## src/rtl/twc_pkg.sv

```systemverilog
package twc_pkg;
  localparam int unsigned WORD_W  = 8;
  localparam int unsigned SEQ_LEN = 4;
  localparam int unsigned IDX_W   = $clog2(SEQ_LEN);

  typedef logic [IDX_W-1:0]  seq_idx_t;
  typedef logic [WORD_W-1:0] word_t;

  typedef struct packed {
    logic     hit;
    seq_idx_t idx;
  } seq_lookup_t;

  // Training word for a cycle position.
  function automatic word_t seq_word(input seq_idx_t i);
    case (i)
      2'd0:    return 8'h4B;
      2'd1:    return 8'h57;
      2'd2:    return 8'h7C;
      default: return 8'h3E;
    endcase
  endfunction

  // Which cycle position (if any) a word equals.
  function automatic seq_lookup_t seq_find(input word_t w);
    seq_lookup_t res;
    res = '0;
    for (int k = 0; k < SEQ_LEN; k++) begin
      if (w == seq_word(seq_idx_t'(k))) begin
        res.hit = 1'b1;
        res.idx = seq_idx_t'(k);
      end
    end
    return res;
  endfunction
endpackage

```

## src/rtl/twc_rot_tracker.sv

```systemverilog
module twc_rot_tracker
  import twc_pkg::*;
#(
  parameter int unsigned LOCK_RUN = 8
) (
  input  logic     clk,
  input  logic     rst_n,
  input  logic     clear,
  input  logic     step,
  input  word_t    cand,
  output logic     lock_req,
  output seq_idx_t hit_idx
);
  localparam int unsigned RUN_W = $clog2(LOCK_RUN + 1);

  logic [RUN_W-1:0] run_q, run_n;
  seq_idx_t         last_q;
  seq_lookup_t      lk;
  logic             in_order;

  always_comb begin
    lk       = seq_find(cand);
    in_order = lk.hit && (run_q != '0) && (lk.idx == seq_idx_t'(last_q + 1'b1));
    if (!lk.hit)
      run_n = '0;
    else if (in_order)
      run_n = (run_q == RUN_W'(LOCK_RUN)) ? run_q : run_q + 1'b1;
    else
      run_n = RUN_W'(1);
    lock_req = step && lk.hit && (run_n == RUN_W'(LOCK_RUN));
    hit_idx  = lk.idx;
  end

  always_ff @(posedge clk) begin
    if (!rst_n || clear) begin
      run_q  <= '0;
      last_q <= '0;
    end else if (step) begin
      run_q  <= run_n;
      last_q <= lk.idx;
    end
  end
endmodule

```

## src/rtl/twc_aligner.sv

```systemverilog
module twc_aligner
  import twc_pkg::*;
#(
  parameter int unsigned LOCK_RUN = 8
) (
  input  logic     clk,
  input  logic     rst_n,
  input  logic     clear,
  input  logic     accept,
  input  word_t    data,
  output logic     locked,
  output logic     lock_now,
  output seq_idx_t lock_idx,
  output word_t    aligned
);
  localparam int unsigned ROTS  = WORD_W;
  localparam int unsigned ROT_W = $clog2(ROTS);

  word_t              prev_q;
  logic               primed_q;
  logic               locked_q;
  logic [ROT_W-1:0]   rot_q;
  logic [ROT_W-1:0]   sel;
  logic [2*WORD_W-1:0] window;
  logic               step;
  logic [ROTS-1:0]    req;
  seq_idx_t           hit_idx [ROTS];

  assign window = {data, prev_q};
  assign step   = accept && primed_q && !locked_q;

  for (genvar r = 0; r < ROTS; r++) begin : g_rot
    twc_rot_tracker #(.LOCK_RUN(LOCK_RUN)) u_trk (
      .clk      (clk),
      .rst_n    (rst_n),
      .clear    (clear),
      .step     (step),
      .cand     (window[r +: WORD_W]),
      .lock_req (req[r]),
      .hit_idx  (hit_idx[r])
    );
  end

  // Lowest rotation wins if several reach the run length together.
  always_comb begin
    lock_now = 1'b0;
    sel      = '0;
    for (int r = ROTS - 1; r >= 0; r--) begin
      if (req[r]) begin
        lock_now = 1'b1;
        sel      = ROT_W'(r);
      end
    end
    lock_idx = hit_idx[sel];
  end

  assign aligned = window[rot_q +: WORD_W];
  assign locked  = locked_q;

  always_ff @(posedge clk) begin
    if (!rst_n || clear) begin
      prev_q   <= '0;
      primed_q <= 1'b0;
      locked_q <= 1'b0;
      rot_q    <= '0;
    end else begin
      if (accept) begin
        prev_q   <= data;
        primed_q <= 1'b1;
      end
      if (lock_now) begin
        locked_q <= 1'b1;
        rot_q    <= sel;
      end
    end
  end
endmodule

```

## config.mk

```make
export PLATFORM = sky130hd
export DESIGN_NAME = twc_aligner
export DESIGN_NICKNAME = d
export VERILOG_FILES = /design/src/rtl/twc_pkg.sv /design/src/rtl/twc_rot_tracker.sv /design/src/rtl/twc_aligner.sv
export SDC_FILE = /design/constraint.sdc
export NUM_CORES = 1
export LEC_CHECK = 0
export BUFFER_PORTS_ARGS = -buffer_cell sky130_fd_sc_hd__buf_2
export CELL_PAD_IN_SITES_DETAIL_PLACEMENT = 0
export CELL_PAD_IN_SITES_GLOBAL_PLACEMENT = 2
export CORE_AREA = 5 5 131 133
export DETAILED_ROUTE_END_ITERATION = 7
export DIE_AREA = 0 0 136 138
export GPL_TIMING_DRIVEN = 0
export PLACE_DENSITY_LB_ADDON = 0.1
export SLEW_MARGIN = 10
export SYNTH_ARGS = -nofsm -noshare
export SYNTH_HDL_FRONTEND = slang
export SYNTH_SLANG_ARGS = --single-unit
```

## constraint.sdc

```tcl
create_clock -name clk -period 4.2 [get_ports clk]
set_input_delay 0.63 -clock clk [delete_from_list [all_inputs] [get_ports clk]]
set_output_delay 0.63 -clock clk [all_outputs]
set_load 0.05 [all_outputs]
```

* Word-level counts from Yosys, hierarchy flattened
Index checks and enable logic that the tools add are counted.
Operators by class: add/sub/neg operators 16, $lt $le $gt $ge 1, mux-type cells 75, equality and inequality tests 56, reduce and logical (&&, ||, !) cells 45, shift-type cells 1, bitwise logic cells 1
Operator list (number):
- equality test 8 x 7 -> 1 bit, second input constant | 24
- two-way mux 3 bit | 40
- two-way mux 4 bit | 24
- equality test 4 bit, second input constant | 16
- equality test 8 x 6 -> 1 bit, second input constant | 8
- logical AND 1 bit | 34
- adder 4 x 1 -> 4 bit, second input constant | 8
- nonzero test 4 bit | 8
- adder 2 x 1 -> 2 bit, second input constant | 8
- equality test 2 bit | 8
- indexed part select 16 x 4 -> 8 bit | 1
- two-way mux 1 bit | 8
- binary-select mux 2 bit (select 3 bit) | 1
- greater-or-equal comparator 4 bit, second input constant | 1
- two-way mux 2 bit | 2
- NOT 3 -> 4 bit | 1
- zero test 1 bit | 2
- logical OR 1 bit | 1
Word-level totals: flip-flop bits (word level) 61, output and inout bits 12, logic and storage cells 215, input bits 12

* Depth between registers and ports, before layout
Gate-level depths: netlist of the first run.
depth after elaboration 23, gate-level depth with buffers 12, depth with buffers taken out 11

* By module
From an unflattened synthesis of the first run, not the netlist that was laid out.
Second synthesis, totals: cell total of the unflattened synthesis 649, area total of the unflattened synthesis 5235.0 µm²
By module, submodules not included:
- twc_rot_tracker | cells each 66, sequential area each 120.1 µm², area an instance 529.3 µm², instances 8
- twc_aligner | cells each 121, sequential area each 260.2 µm², area an instance 1001.0 µm², instances 1

* Worst setup path after synthesis of the first run
Ideal clock, no wire load.
path kind input port to output port, start point input data[0], end point output lock_idx[0], data arrival time 3.507 ns, cell stages on the path 11, slack 0.063 ns, cells stage by stage buf_6 > or3b_1 > buf_2 > a2111o_1 > a2111oi_4 > o2111ai_2 > a31oi_4 > nand2_2 > mux2_4 > o2111ai_1 > a21boi_2
Between the ends: longest elaborated chain between the ends 23
Ends and longest elaborated chain:
- start, declared | line twc_aligner.sv:10 | input word_t data,
- equality test 8 x 7 -> 1 bit | line twc_pkg.sv:29 | if (w == seq_word(seq_idx_t'(k))) begin
- two-way mux 3 bit (4 in series) | line twc_pkg.sv:29
- logical AND 1 bit (2 in series) | line twc_rot_tracker.sv:23 | in_order = lk.hit && (run_q != '0) && (lk.idx == seq_idx_t'(last_q + 1'b1));
- two-way mux 4 bit | line twc_rot_tracker.sv:26 | else if (in_order)
- two-way mux 4 bit | line twc_rot_tracker.sv:24 | if (!lk.hit)
- equality test 4 bit | line twc_rot_tracker.sv:30 | lock_req = step && lk.hit && (run_n == RUN_W'(LOCK_RUN));
- logical AND 1 bit | line twc_rot_tracker.sv:30
- two-way mux 3 bit (8 in series) | line twc_aligner.sv:49 | if (req[r]) begin
- NOT 3 -> 4 bit (implied by the code) | line twc_aligner.sv:54 | lock_idx = hit_idx[sel];
- binary-select mux 2 bit (select 3 bit) (*) | line twc_aligner.sv:54
- two-way mux 2 bit (implied by the code) (*) (2 in series) | line twc_aligner.sv:54
- end, declared | line twc_aligner.sv:13 | output seq_idx_t lock_idx,
Mark *: on every way between the ends. The rest lies on a longest branch, timed or not. The select of a mux whose other input is x is not followed.

* Worst setup path in the final report of the first run
start point input data[2], end point output lock_idx[1]
The elaborated chain is that of the path after synthesis.

==> results of run 1 <==
-- cell type report --
| cell class | instances | area [µm²] | area share [%] |
|---|---|---|---|
| plain buffers | 49 | 335 | 4.75 |
| multi-input cells | 616 | 4490 | 63.5 |
| repair buffers | 44 | 339 | 4.80 |
| clock buffers | 11 | 243 | 3.43 |
| clock inverters | 5 | 50.0 | 0.708 |
| flip-flops and latches | 61 | 1230 | 17.4 |
| well taps | 216 | 270 | 3.82 |
| inverters | 30 | 113 | 1.59 |
-- flip-flops by register name, indices dropped and copies added, names as in the netlist --
register,cells
g_rot.u_trk.last_q,16
g_rot.u_trk.run_q,32
locked,1
prev_q,8
primed_q,1
rot_q,3
-- metrics by stage --
stage | setup TNS (ps) | util [%] | worst slack, ps | power (µW) | instance area, µm²
after detailed placement | -1500 | 38.1 | -720 | 752 | 5990
after floorplan | 0 | - | 62.9 | 695 | 5610
after global routing | -257 | 45.0 | -131 | 1600 | 7070
after CTS | -22.4 | 44.0 | -13.0 | 1560 | 6910
after global placement | -1450 | 38.1 | -699 | 751 | 5990
final | -112 | 45.0 | -81.6 | 1560 | 7070
-- cell usage after synthesis, types with 6 or more instances --
library cell and instances:
nand3b_1 15, ha_1 16, a2111oi_0 6, nand2_1 81, nand4b_1 6, a21oi_1 61, nor4bb_1 9, a22oi_1 8
a211oi_1 18, nor4_1 13, buf_2 9, mux2i_1 19, a211o_1 12, or3_1 8, and2_1 9, xor2_1 7
nor2b_1 17, o211ai_1 14, xnor2_1 9, o21ai_0 26, and4b_1 9, nor2_1 71, a31oi_1 8, nand2b_1 16
nor3_1 18, dfxtp_1 61, inv_1 30, nand3_1 25, clkbuf_1 35
-- what timing repair did --
item | in CTS | in global routing
endpoints found under the setup margin | 3 | 2
gates cloned | 1 | 0
resized for setup | 117 | 30
hold buffers | 0 | 0
setup buffers | 14 | 7
pin swaps | 32 | 18
-- worst min-delay path: stages (launching register included) --
cell and delay (ps):
dfxtp_1 310, inv_1 60, a21oi_1 50
-- logic make-up after synthesis --
group	share of synthesized area (%)
xor+xnor	2.50
mux	6.07
simple gates	32.8
fa+ha+maj	3.57
buf+inv	5.69
flops	21.8
compound gates	27.7
-- per-layer routing --
layer / global-route usage, % / part of all wire [%]
met5: 0 / 0
met3: 2.98 / 4.6
met1: 31.0 / 46
met4: 10.7 / 4.2
met2: 35.4 / 45
-- how the worst min path moves through the flow --
| stage | from | end | depth (start not counted) |
|---|---|---|---|
| after CTS | locked$_SDFFE_PP0P_ | locked$_SDFFE_PP0P_ | 2 |
| final | locked$_SDFFE_PP0P_ | locked$_SDFFE_PP0P_ | 2 |
| after floorplan | g_rot[1].u_trk.last_q[1]$_SDFFE_PP0P_ | g_rot[1].u_trk.last_q[1]$_SDFFE_PP0P_ | 2 |
| after detailed placement | locked$_SDFFE_PP0P_ | locked$_SDFFE_PP0P_ | 2 |
| after global placement | locked$_SDFFE_PP0P_ | locked$_SDFFE_PP0P_ | 2 |
| after global routing | locked$_SDFFE_PP0P_ | locked$_SDFFE_PP0P_ | 2 |
-- report_power, final --
part	total, µW	switching, µW	internal [µW]
Sequential	589	6.77	583
Clock	780	308	472
Combinational	187	120	67.3
Total	1560	434	1120
==> impl_metrics.toml, run 1 <==
[status]
status = "finished, violations left"
violations = "negative setup slack"

[global_route]
grt_max_degree = 11
grt_pass1_vias = 5872
grt_pass1_wl_mm = 33.3
antenna_found_initial = 0
grt_overflow = 0
grt.total_usage_pct = 22.7

[cts]
cts_root_buf = "clkbuf_16"
cts_buffers = 9
cts.sinks = 61
cts_buffer_depth = 2
cts_tree = "yes"
clock_latency_ps = 350
worst_setup_hold_path_clk_slew_ps = 60
htree_levels = 3

[floorplan]
dieHeight_um = 138
die_w_um = 136
core_area_mm2 = 0.0157
initial_core_util_pct = 35.7
num_rows = 46
ios = 24
dieArea_mm2 = 0.0188

[timing]
rsz0062_at_grt = "yes"
skew_ps = 7.84
finalHoldViolCount = 0
slew_viol_final = 0
tightest_slew_ps = 896
setup_slack_ps = -81.6
max-slew-margin-rel_pct = 40.2
hold_ws_ps = 474
setup_violations = 2
clock.fmax_mhz = 234
period_minus_slack_ps = 4280
finalCritPeriodShare_pct = 102

[finish]
drive_above_1_share_pct = 20.5
antenna_cells = 0
most-common-layout-cells = "nand2_1 (80), nor2_1 (69), dfxtp_1 (58)"
nNetsFinal = 839
fillers = 1579
layout_commonest_cell = "nand2_1"
area_delta_synth_final_pct = 26.0
layout.cells.non_filler = 1032

[synth]
synth_flop_cell = "dfxtp_1"
yosysTopAreaCell = "dfxtp_1"
syn_avg_cell_area_um2 = 7.41
ys_seq_area_share_pct = 21.8
yosysTopAreaCellShare_pct = 21.8
syn_area_mm2 = 0.00561
ys_types = 82
yosys-top-cells-area = "dfxtp_1 (22%), a21oi_1 (5.4%), nand2_1 (5.4%), nor2_1 (4.8%), ha_1 (3.6%)"
synthCells = 757
synth_edf_count = 0
syn_nets = 785
async_reset_ff_share_pct = 0
ys_ff_latch = 61
synth_warnings = 0

[route]
wire_per_inst_um = 21.1
drt-pass1-iter-count = 5
viasPerCell = 6.01
drtIter0Drc = 521
antenna_left = 0
drc_errors = 0
vias = 6203
wl_mm = 21.7

[flow_run]
drv_cap = 0

[pwr]
p_leak_uw = 0.00235
vdd_drop_max_mv = 0.198
powerDensity_mw_per_mm2 = 220

[critical_path]
critPathMaxStageDelay_ps = 420
startpoint = "data[2]"
crit_arrival_ps = 3650
endpoint = "lock_idx[1]"
required_ps = 3570
crit_chain = "buf_8, or3b_4, buf_6, a2111o_1, a2111oi_4, o2111ai_4, a31oi_4, buf_6, a21oi_4, or2_0, a311oi_1, a21o_1, buf_6"
cp_num_buf_inv = 4
path_common_cell = "buf_6"
r2r_cells = 11
r2r_start = "prev_q[7]$_SDFFE_PP0P_"
setup.worst_path.start_class = "input pin"
cp-end-kind = "primary output"
path_class = "in2out"
reg2reg_to = "rot_q[0]$_SDFFE_PP0P_"
cp_top_family = "compound AO/OA/AOI/OAI gates"
cpMaxStageDelayCell = "a2111oi_4"
crit_cells = 13
cp_max_fo = 6
r2r_setup_slack_ps = 1010

[placement]
gp_congestion = 0.890
place_hpwl_mm = 15.7
port_buffers = 22
dp.cells = 995

[worst_hold_path]
hold_class = "reg2reg"
(Power assumes the default switching activity.)
==> run 2, diff against run 1 <==
- CTS_CLUSTER_DIAMETER: unset -> 40
- SKIP_LAST_GASP: unset -> 1
==> run 2 against run 1 <==
Compared with the run above:
- the run still ends with negative setup slack left
- wire length rose by 0.26%
- worst hold slack hardly changed
- register-to-register slack worse by 80 ps
- maximum frequency hardly changed
- critical endpoint unchanged
==> impl_metrics.toml, run 2 (synthesized netlist as in run 1, its figures left out) <==
[status]
status = "finished, violations left"
violations = "negative setup slack"

[critical_path]
cp_max_fo = 6
cp_num_buf_inv = 4
cpMaxStageDelayCell = "a2111oi_4"
reg2reg_to = "rot_q[0]$_SDFFE_PP0P_"
r2r_setup_slack_ps = 930
cp-end-kind = "primary output"
path_common_cell = "buf_6"
crit_cells = 13
startpoint = "data[2]"
required_ps = 3570
path_class = "in2out"
cp_top_family = "compound AO/OA/AOI/OAI gates"
crit_chain = "buf_8, or3b_4, buf_6, a2111o_1, a2111oi_4, o2111ai_4, a31oi_4, buf_6, a21oi_4, or2_0, a311oi_1, a21o_1, buf_6"
critPathMaxStageDelay_ps = 420
r2r_cells = 11
endpoint = "lock_idx[1]"
crit_arrival_ps = 3650
r2r_start = "prev_q[7]$_SDFFE_PP0P_"
setup.worst_path.start_class = "input pin"

[floorplan]
core_area_mm2 = 0.0157
die_w_um = 136
ios = 24
dieHeight_um = 138
dieArea_mm2 = 0.0188
initial_core_util_pct = 35.7
num_rows = 46

[pwr]
vdd_drop_max_mv = 0.197
p_leak_uw = 0.00236
powerDensity_mw_per_mm2 = 219
finalPower_uw = 1550

[finish]
layout.cells.non_filler = 1034
largest_reg_flops = 32
antenna_cells = 0
most-common-layout-cells = "nand2_1 (81), nor2_1 (69), dfxtp_1 (58)"
final_util_pct = 45.0
finalInstanceArea_mm2 = 0.00707
largest-register = "g_rot.u_trk.run_q"
seqCellArea_mm2 = 0.00123
nNetsFinal = 841
drive_above_1_share_pct = 20.2
top_regs = "g_rot.u_trk.run_q x32, g_rot.u_trk.last_q x16, prev_q x8"
area_delta_synth_final_pct = 26.1
fillers = 1578
multi_input_area_mm2 = 0.00448
layout_commonest_cell = "nand2_1"

[placement]
gp_congestion = 0.890
dp.cells = 995
place_hpwl_mm = 15.7
port_buffers = 22
place_area_mm2 = 0.00599

[timing]
rsz0062_at_grt = "yes"
clock.fmax_mhz = 234
period_minus_slack_ps = 4280
finalCritPeriodShare_pct = 102
slew_viol_final = 0
skew_ps = 6.43
max-slew-margin-rel_pct = 39.0
setup_slack_ps = -81.4
setup_violations = 2
finalHoldViolCount = 0
tightest_slew_ps = 915

[global_route]
grt_pass1_vias = 5872
antenna_found_initial = 0
grt_pass1_wl_mm = 33.3
grt_overflow = 0
grt.total_usage_pct = 22.7
grt_max_degree = 11

[cts]
worst_setup_hold_path_clk_slew_ps = 60
htree_levels = 3
cts_tree = "yes"
postCtsHoldBufs = 0
cts_buffers = 9
clock_latency_ps = 350
cts_buffer_depth = 2
cts.sinks = 61
cts_root_buf = "clkbuf_16"

[flow_run]
drv_cap = 0

[route]
drc_errors = 0
antenna_left = 0
wire_per_inst_um = 21.1
wl_mm = 21.8
viasPerCell = 6.00
drt-pass1-iter-count = 5
vias = 6202
drtIter0Drc = 487

[worst_hold_path]
hold_class = "reg2reg"
## run 2: cell types whose count changed in the layout (fill, tap and decap cells not counted), sizes merged
cell | before | now
clkbuf | 40 | 42
## run 2: through the flow
stage	worst slack, ps	hold slack (ps)	TNS [ps]
2_1_floorplan	62.9	449	0
3_3_place_gp	-699	456	-1450
3_5_place_dp	-720	470	-1500
4_1_cts	-13.0	480	-26.1
5_1_grt	-131	516	-257
6_report	-81.4	474	-114
## run 2: worst min-delay path, delay by kind of cell, from the launching register on
kind,cells,cell delay (ps)
flip-flops,1,310
buffers and inverters,1,60
AO/OA/AOI/OAI,1,50
## run 2: how the worst min path moves through the flow
stage | endpoint | cells past startpoint | from | slack [ps]
finish | locked$_SDFFE_PP0P_ | 2 | locked$_SDFFE_PP0P_ | 470
global route | locked$_SDFFE_PP0P_ | 2 | locked$_SDFFE_PP0P_ | 520
CTS | locked$_SDFFE_PP0P_ | 2 | locked$_SDFFE_PP0P_ | 480
detailed placement | locked$_SDFFE_PP0P_ | 2 | locked$_SDFFE_PP0P_ | 470
global placement | locked$_SDFFE_PP0P_ | 2 | locked$_SDFFE_PP0P_ | 460
floorplan | g_rot[1].u_trk.last_q[1]$_SDFFE_PP0P_ | 2 | g_rot[1].u_trk.last_q[1]$_SDFFE_PP0P_ | 450
## run 2: cell type report
cell class / instances / area share [%]
multi-input combinational: 616 / 63.4
sequential: 61 / 17.4
timing repair buffer: 46 / 5.01
buffer: 49 / 4.69
tap: 216 / 3.82
clock buffer: 11 / 3.43
inverter: 30 / 1.59
clock inverter: 5 / 0.707
## run 2: power breakdown
part	switching, µW	internal [µW]
Sequential	6.72	583
Clock	303	472
Combinational	121	67.4
## run 2: layer usage
layer  track usage (%)  wire length, µm  vias to the layer above
met4              10.7              979                        0
met2              35.4             9770                      208
met5                 0                0                        -
met3              2.98             1240                       51
met1              31.0             9810                     2997
li1                  -                -                     2946
## run 2: repair_timing
action	CTS	global route
pin swaps	32	14
hold endpoints to repair	0	0
setup buffers	14	9
setup endpoints to repair	3	2
cloned	1	0
gates resized for setup	116	27
==> run 3, diff against run 2 <==
- CORE_AREA: 5 5 131 133 -> 4 4 130 132
- DIE_AREA: 0 0 136 138 -> 0 0 134 136
==> run 3 against run 2 <==
Compared with the run above:
- the flow still finishes with violations (negative setup slack)
- core utilization is 0.75 points lower
- sequential power hardly changed
- sequential cell count stayed put
- final cell count is 0.77% lower
- register-to-register slack better by 120 ps
- critical path type unchanged
- critical endpoint unchanged
- largest cell class unchanged
- highest routed layer unchanged
==> impl_metrics.toml, run 3 (synthesized netlist as in run 1, its figures left out) <==
[status]
status = "finished, violations left"
violations = "negative setup slack"

[finish]
antenna_cells = 0
largest_reg_flops = 32
drive_above_1_share_pct = 18.9
layout_commonest_cell = "nand2_1"
most-common-layout-cells = "nand2_1 (81), nor2_1 (69), a21oi_1 (57), dfxtp_1 (57), inv_1 (30)"
largest-register = "g_rot.u_trk.run_q"
layout.cells.non_filler = 1026
fillers = 1598
area_delta_synth_final_pct = 24.0
top_regs = "g_rot.u_trk.run_q x32, g_rot.u_trk.last_q x16, prev_q x8"
nNetsFinal = 835

[timing]
setup_violations = 2
setup_slack_ps = -56.8
finalHoldViolCount = 0
tightest_slew_ps = 1000
period_minus_slack_ps = 4260
clock.fmax_mhz = 235
slew_viol_final = 0
max-slew-margin-rel_pct = 33.2
hold_ws_ps = 476
rsz0062_at_grt = "yes"
finalCritPeriodShare_pct = 101
skew_ps = 5.44

[floorplan]
initial_core_util_pct = 35.7
num_rows = 46
die_w_um = 134
ios = 24
dieHeight_um = 136
dieArea_mm2 = 0.0182
core_area_mm2 = 0.0157

[global_route]
grt_max_degree = 11
antenna_found_initial = 0
grt_overflow = 0
grt.total_usage_pct = 23.9
grt_pass1_wl_mm = 33.8
grt_pass1_vias = 6012

[cts]
postCtsHoldBufs = 0
cts_buffer_depth = 2
cts_buffers = 9
cts_root_buf = "clkbuf_16"
clock_latency_ps = 350
cts.sinks = 61
cts_tree = "yes"
worst_setup_hold_path_clk_slew_ps = 50
htree_levels = 3

[route]
drc_errors = 0
wl_mm = 21.4
drtIter0Drc = 469
drt-pass1-iter-count = 6
wire_per_inst_um = 20.9
antenna_left = 0
vias = 6149
viasPerCell = 5.99

[worst_hold_path]
hold_class = "reg2reg"

[pwr]
p_leak_uw = 0.00229
powerDensity_mw_per_mm2 = 217
vdd_drop_max_mv = 0.183

[placement]
place_ws_ps = -714
dp.cells = 995
place_hpwl_mm = 15.7
gp_congestion = 0.865
port_buffers = 22

[critical_path]
setup.worst_path.start_class = "input pin"
cp-end-kind = "primary output"
critPathMaxStageDelay_ps = 410
crit_arrival_ps = 3630
required_ps = 3570
crit_chain = "buf_2, clkbuf_8, nand3b_1, buf_6, a2111oi_4, o211ai_1, buf_4, a2111o_1, o21ai_2, a31oi_1, o22ai_1, a2bb2oi_2, a21o_1, buf_6"
path_common_cell = "buf_6"
cp_max_fo = 10
path_class = "in2out"
cpMaxStageDelayCell = "a2111o_1"

[flow_run]
drv_cap = 0
-- run 3: cell count changes in the layout (fill, tap and decap cells not counted), sizes merged --
cell / change
buf: -8
clkinv: -3
bufinv: -1
clkbuf: +4
-- run 3: worst paths after layout --
kind,slack [ps],to,from,cells after the start
worst max-delay path,-60,lock_idx[1],data[3],14
worst min-delay path,480,locked$_SDFFE_PP0P_,locked$_SDFFE_PP0P_,2
worst min register to register,480,locked$_SDFFE_PP0P_,locked$_SDFFE_PP0P_,2
worst max register to register,1050,rot_q[1]$_SDFFE_PP0P_,prev_q[2]$_SDFFE_PP0P_,10
-- run 3: routing by layer --
metal | vias up | wire length, µm | GRT usage, %
met5 | - | 0 | 0
met4 | 0 | 671 | 9.71
met2 | 183 | 10100 | 39.1
li1 | 2938 | - | -
met3 | 41 | 1220 | 3.96
met1 | 2987 | 9440 | 31.3
-- run 3: critical path: cells and delay by family --
family | cells | cell delay, ps
buffers and inverters | 5 | 1000
AO/OA/AOI/OAI | 8 | 1820
AND/OR/NAND/NOR | 1 | 180
-- run 3: area by class of cell --
| type | instances | area (µm²) | area share, % |
|---|---|---|---|
| Sequential cell | 61 | 1230 | 17.7 |
| Tap cell | 216 | 270 | 3.88 |
| Clock inverter | 1 | 5.00 | 0.0719 |
| Timing Repair Buffer | 40 | 283 | 4.06 |
| Buffer | 49 | 334 | 4.80 |
| Clock buffer | 13 | 280 | 4.03 |
| Inverter | 30 | 113 | 1.62 |
| Multi-Input combinational cell | 616 | 4440 | 63.8 |
-- run 3: through the flow --
stage / util, % / area (µm²) / TNS [ps] / power [µW]
5_1_grt: 44.3 / 6960 / -305 / 1570
4_1_cts: 43.7 / 6870 / 0 / 1530
6_report: 44.3 / 6960 / -92.7 / 1510
3_3_place_gp: 38.1 / 5990 / -1430 / 751
3_5_place_dp: 38.1 / 5990 / -1440 / 753
2_1_floorplan: - / 5610 / 0 / 695
-- run 3: what timing repair did --
action / 4_1_cts / 5_1_grt
resized for setup: 111 / 15
pin swaps: 25 / 3
setup endpoints to repair: 3 / 3
buffers inserted: 17 / 1
cloned: 0 / 0
-- run 3: power breakdown --
| group | internal [µW] | switching [µW] |
|---|---|---|
| Combinational | 63.3 | 118 |
| Clock | 456 | 286 |
| Sequential | 583 | 7.12 |
| Total | 1100 | 410 |
